File: src/rtl/fo_pkg.sv
package fo_pkg;
  typedef enum logic {
    FO_PAR = 1'b0,
    FO_SER = 1'b1
  } fo_mode_e;
endpackage

File: src/rtl/fo_edge_det.sv
module fo_edge_det (
  input  logic clk,
  input  logic rst,
  input  logic sig_in,
  output logic fall_o
);
  logic sig_d;

  always_ff @(posedge clk) begin
    if (rst) sig_d <= 1'b0;
    else     sig_d <= sig_in;
  end

  assign fall_o = sig_d & ~sig_in;
endmodule

File: src/rtl/fo_load_ctrl.sv
module fo_load_ctrl
  import fo_pkg::*;
(
  input  logic clk,
  input  logic rst,
  input  logic ser_mode,
  input  logic stk_valid,
  input  logic xfer_par,
  input  logic xfer_ser_n,
  input  logic ser_busy,
  input  logic ser_busy_nxt,
  output logic load,
  output logic take,
  output logic hold_nxt
);
  fo_mode_e mode;
  logic     armed;
  logic     par_hold;
  logic     par_hold_nxt;
  logic     gate;

  assign mode = fo_mode_e'(ser_mode);

  // per-mode admission: parallel uses the per-high-period arm bit,
  // serial waits until the shifter has emptied
  always_comb begin
    gate = 1'b0;
    case (mode)
      FO_PAR:  gate = armed;
      FO_SER:  gate = ~ser_busy;
      default: gate = 1'b0;
    endcase
  end

  assign load = stk_valid & xfer_par & ~xfer_ser_n & gate;

  always_comb begin
    par_hold_nxt = par_hold;
    if (load)           par_hold_nxt = 1'b1;
    else if (!xfer_par) par_hold_nxt = 1'b0;
  end

  assign hold_nxt = (mode == FO_SER) ? ser_busy_nxt : par_hold_nxt;

  always_ff @(posedge clk) begin
    if (rst) begin
      armed    <= 1'b1;
      par_hold <= 1'b0;
      take     <= 1'b0;
    end else begin
      take     <= load;
      par_hold <= par_hold_nxt;
      if (load)           armed <= 1'b0;
      else if (!xfer_par) armed <= 1'b1;
    end
  end
endmodule

File: src/rtl/fo_shifter.sv
module fo_shifter #(
  parameter int W = 4
) (
  input  logic         clk,
  input  logic         rst,
  input  logic         ser_mode,
  input  logic         load,
  input  logic         fall,
  input  logic [W-1:0] din,
  output logic [W-1:0] q,
  output logic         ser_out,
  output logic         ser_busy,
  output logic         ser_busy_nxt
);
  localparam int CW = $clog2(W + 1);
  localparam logic [CW-1:0] FULL_CNT = CW'(W);

  logic [W-1:0]  shreg;
  logic [CW-1:0] cnt;
  logic [CW-1:0] cnt_nxt;
  logic          shift;

  assign shift = ser_mode & fall & ~load & (cnt != '0);

  always_comb begin
    cnt_nxt = cnt;
    if (load && ser_mode) cnt_nxt = FULL_CNT;
    else if (shift)       cnt_nxt = cnt - 1'b1;
  end

  assign ser_busy_nxt = (cnt_nxt != '0);

  always_ff @(posedge clk) begin
    if (rst) begin
      q        <= '0;
      shreg    <= '0;
      cnt      <= '0;
      ser_busy <= 1'b0;
    end else begin
      cnt      <= cnt_nxt;
      ser_busy <= ser_busy_nxt;
      if (load) begin
        q     <= din;
        shreg <= din;
      end else if (shift) begin
        shreg <= {1'b0, shreg[W-1:1]};
      end
    end
  end

  assign ser_out = shreg[0];
endmodule

File: src/rtl/fo_flag.sv
module fo_flag (
  input  logic clk,
  input  logic rst,
  input  logic master_strap,
  input  logic chain_in,
  input  logic hold_nxt,
  output logic out_ready
);
  logic master_q;

  always_ff @(posedge clk) begin
    if (rst) begin
      master_q  <= master_strap;
      out_ready <= 1'b0;
    end else begin
      out_ready <= hold_nxt & (master_q | chain_in);
    end
  end
endmodule

File: src/rtl/fifo_out_stage.sv
module fifo_out_stage #(
  parameter int W = 4
) (
  input  logic         clk,
  input  logic         rst,
  input  logic         ser_mode,
  input  logic         master_strap,
  input  logic [W-1:0] stk_data,
  input  logic         stk_valid,
  output logic         stk_take,
  input  logic         xfer_par,
  input  logic         xfer_ser_n,
  input  logic         sclk,
  input  logic         out_en,
  input  logic         chain_in,
  output logic [W-1:0] q,
  output logic         q_oe,
  output logic         ser_out,
  output logic         ser_oe,
  output logic         out_ready
);
  logic fall;
  logic load;
  logic hold_nxt;
  logic busy;
  logic busy_nxt;

  fo_edge_det u_edge (
    .clk    (clk),
    .rst    (rst),
    .sig_in (sclk),
    .fall_o (fall)
  );

  fo_load_ctrl u_ctrl (
    .clk          (clk),
    .rst          (rst),
    .ser_mode     (ser_mode),
    .stk_valid    (stk_valid),
    .xfer_par     (xfer_par),
    .xfer_ser_n   (xfer_ser_n),
    .ser_busy     (busy),
    .ser_busy_nxt (busy_nxt),
    .load         (load),
    .take         (stk_take),
    .hold_nxt     (hold_nxt)
  );

  fo_shifter #(.W(W)) u_shift (
    .clk          (clk),
    .rst          (rst),
    .ser_mode     (ser_mode),
    .load         (load),
    .fall         (fall),
    .din          (stk_data),
    .q            (q),
    .ser_out      (ser_out),
    .ser_busy     (busy),
    .ser_busy_nxt (busy_nxt)
  );

  fo_flag u_flag (
    .clk          (clk),
    .rst          (rst),
    .master_strap (master_strap),
    .chain_in     (chain_in),
    .hold_nxt     (hold_nxt),
    .out_ready    (out_ready)
  );

  assign ser_oe = busy;

  always_ff @(posedge clk) begin
    if (rst) q_oe <= 1'b0;
    else     q_oe <= out_en;
  end
endmodule

File: config.mk
export PLATFORM = sky130hd
export DESIGN_NAME = fifo_out_stage
export DESIGN_NICKNAME = d
export VERILOG_FILES = /design/src/rtl/fo_pkg.sv /design/src/rtl/fo_edge_det.sv /design/src/rtl/fo_load_ctrl.sv /design/src/rtl/fo_shifter.sv /design/src/rtl/fo_flag.sv /design/src/rtl/fifo_out_stage.sv
export SDC_FILE = /design/constraint.sdc
export NUM_CORES = 1
export LEC_CHECK = 0
export BUFFER_PORTS_ARGS = -buffer_cell sky130_fd_sc_hd__buf_2
export CAP_MARGIN = 25
export CORE_MARGIN = 1.5
export CORE_UTILIZATION = 37
export CTS_BUF_LIST = sky130_fd_sc_hd__clkbuf_16
export DETAILED_ROUTE_END_ITERATION = 10
export MAX_ROUTING_LAYER = met4
export PLACE_DENSITY = 0.64
export RECOVER_POWER = 25
export SYNTH_ARGS = -nofsm -noshare
export SYNTH_HDL_FRONTEND = slang
export SYNTH_SLANG_ARGS = --single-unit
File: constraint.sdc
create_clock -name clk -period 1.74 [get_ports clk]
set_input_delay 0.087 -clock clk [delete_from_list [all_inputs] [get_ports clk]]
set_output_delay 0.087 -clock clk [all_outputs]
set_load 0.005 [all_outputs]
==> flow_summary_export.csv <==
group,metric,value,unit
timing,min_period_over_period,96.8,%
floorplanning,die_area,0.00251,mm^2
worst_setup_path,largest_driver_fanout_on_the_critical_path,3,
floorplanning,floorplan.rows,16,
yosys,ys.flop_type,"dfxtp_1",
detailed_routing,drt_iter0_markers,11,
yosys,netlist-cell-type-count,32,
yosys,yosys_warnings,0,
floorplanning,start_util,40.6,%
clock_tree,clkTransAtPathRegs,0.06,ns
timing,slew_violations,0,
final_layout,area_growth,32.6,%
yosys,mapped_avg_cell_area,9.77,um^2
detailed_routing,routed_wire_length_per_instance,13.1,um
yosys,synthXorXnorAreaFrac,0,%
timing,finalHoldWorstSlack,0.00965,ns
yosys,synth-async-reset-ratio,0,%
placed_design,detailed_place_hpwl,1190,um
grt,grt_overflow_total,0,
worst_setup_path,cp_endpoint_kind,"flip-flop",
grt,antenna_found_initial,0,
clock_tree,clock_latency,0.25,ns
yosys,synth-simple-area-share,23.6,%
grt,all_layer_global_routing_usage,16.6,%
yosys,synthMuxAreaShare,5.49,%
clock_tree,cts.path.max_buffers,2,
yosys,combinational_family_with_the_most_area_after_synthesis,"simple AND/OR/NAND/NOR gates",
final_layout,diodes,0,
timing,final.setup.worst_slack,0.0549,ns
hold_path,min-delay-path-class,"input pin to flip-flop",
timing,period_needed,1.69,ns
yosys,synth_compound_gate_area_share,16.0,%
timing,final_hold_viol_count,0,
yosys,synth_fp_nets,100,
timing,final-setup-viol-count,0,
timing,worst_slew_margin_relative_to_its_limit,45.9,%
power,vdd_ir_drop_max,590,uV
yosys,synthesis.instances,84,
clock_tree,h_tree_level_count,1,
detailed_routing,post-route-drc-count,0,
detailed_routing,drt_pre_antenna_iters,4,
yosys,mappedNetlistArea,821,um^2
clock_tree,cts_num_sinks,19,
final_layout,finish.net_count,126,
floorplanning,fp.dieH,50.1,um
detailed_routing,count_of_vias_placed_by_the_detailed_router,686,
grt,grt_max_degree,20,
detailed_routing,drt-vias-per-instance,5.04,
detailed_routing,routed_wire_length,1780,um
detailed_routing,detail-route-antenna-nets,0,
clock_tree,cts_buffers,3,
power,post-layout-total-power,1.03,mW
worst_setup_path,crit_type,"flip-flop to flip-flop",
grt,grt_first_pass_wirelength,2970,um
final_layout,layout.cells.most_common_list,"buf_2 (19), dfxtp_1 (16), nand2_1 (12), nor2_1 (10), a21oi_1 (4)",
yosys,ys_ff_latch,19,
placed_design,portBuffers,22,
flow_run,maxCapViolations,0,
clock_tree,cts_tree,"yes",
final_layout,layout_commonest_cell,"buf_2",
placed_design,placement.setup.worst_slack,-0.0549,ns
grt,first_global_vias,639,
worst_setup_path,timing.critical_path.arrival,1.86,ns
timing,timing.fmax,0.593,GHz
floorplanning,die_x,50.1,um
outcome,outcome,"complete, no violations",
floorplanning,top_level_ports,23,
worst_setup_path,required_time_reported_for_the_critical_path_endpoint,1.92,ns
yosys,synth_fa_ha_area_share,3.05,%
final_layout,drive_gt1_share,36.7,%
power,cellLeakagePower,0.457,nW
yosys,synth_edf_count,1,
worst_setup_path,critical_path.startpoint_type,"flip-flop",
clock_tree,root_buffer,"clkbuf_16",
timing,worstMarginPinSlew,0.812,ns
yosys,yosysSeqAreaShare,47.6,%
timing,timing.clock.skew,0.00436,ns
floorplanning,core_region_area,0.00202,mm^2
power,power_density,943,mW/mm^2
placed_design,gpl.final_weighted_congestion,0.909,
==> flip-flops by register name, indices dropped and copies added, names as in the netlist <==
name              cells
u_shift.cnt           3
u_shift.shreg         4
u_shift.ser_busy      1
u_ctrl.par_hold       1
u_ctrl.take           1
q_oe                  1
u_ctrl.armed          1
u_edge.sig_d          1
u_flag.out_ready      1
u_shift.q             4
u_flag.master_q       1
==> area by class of cell <==
cell class	instances	area, um^2
multi-input combinational	57	438
tap	27	33.8
timing repair buffer	25	129
fill	183	933
clock inverter	1	5.00
clock buffer	3	75.1
sequential	19	393
inverter	4	15.0
==> path summary, 6_finish.rpt <==
path	cells after the start	slack [ns]	start	end
setup reg to reg	7	0.05	u_shift.cnt[0]	u_flag.out_ready
hold / removal	1	0.01	master_strap	u_flag.master_q
setup / recovery	7	0.05	u_shift.cnt[0]	u_flag.out_ready
hold reg to reg	2	0.46	u_shift.q[3]	u_shift.q[3]
==> what timing repair did <==
action / CTS / global route
pin swaps: 0 / 2
gates resized for setup: 1 / 7
endpoints found under the setup margin: 2 / 4
buffers inserted: 1 / 0
hold buffers: 0 / 0
gates cloned: 0 / 0
==> kinds of logic (layout without fill, tap and decap cells) <==
logic type,Yosys count,in the layout
compound gates,16,16
fa+ha+maj,2,2
buf+inv,8,33
flops,19,19
mux,4,4
simple gates,35,35
==> cells in the mapped netlist (2+ instances only) <==
| cell | count | area [um^2] |
|---|---|---|
| nor2b_1 | 3 | 18.8 |
| a311oi_1 | 3 | 26.3 |
| nor2_1 | 10 | 37.5 |
| clkbuf_1 | 2 | 7.51 |
| nand2_1 | 12 | 45.0 |
| mux2i_1 | 3 | 30.0 |
| a21oi_1 | 4 | 20.0 |
| nand3b_1 | 2 | 15.0 |
| dfxtp_1 | 18 | 360 |
| inv_1 | 4 | 15.0 |
| ha_1 | 2 | 25.0 |
==> through the flow <==
stage	cell area, um^2	TNS, ns	cells	utilization, %
2_1_floorplan	825	0	84	-
3_3_place_gp	961	0	131	47.5
3_5_place_dp	961	-0.0621	131	47.5
4_1_cts	1060	0	136	52.7
5_1_grt	1090	-0.00297	136	53.8
6_report	1090	0	136	53.8
==> power by group <==
group          internal (mW)  switching, mW  total, mW
Combinational         0.0429         0.0445     0.0873
Clock                  0.308          0.166      0.474
Sequential             0.457        0.00816      0.465
Total                  0.808          0.218       1.03
==> worst max-delay path, stage by stage (launching register included) <==
cell and delay (ns):
dfxtp_2 0.33, inv_2 0.05, ha_4 0.16, ha_4 0.15
nand4bb_4 0.24, a31oi_4 0.20, mux2_4 0.33, a31oi_1 0.16
==> metal layers <==
layer | vias to the layer above | global-route usage [%] | part of all wire, % | wire [um]
met3 | 4 | 3.03 | 3.5 | 62
li1 | 346 | - | - | -
met5 | - | - | 0 | 0
met1 | 322 | 20.0 | 46 | 823
met4 | 0 | 9.72 | 1.6 | 29
met2 | 14 | 25.7 | 48 | 861
Power figures use the tool's default switching activity.
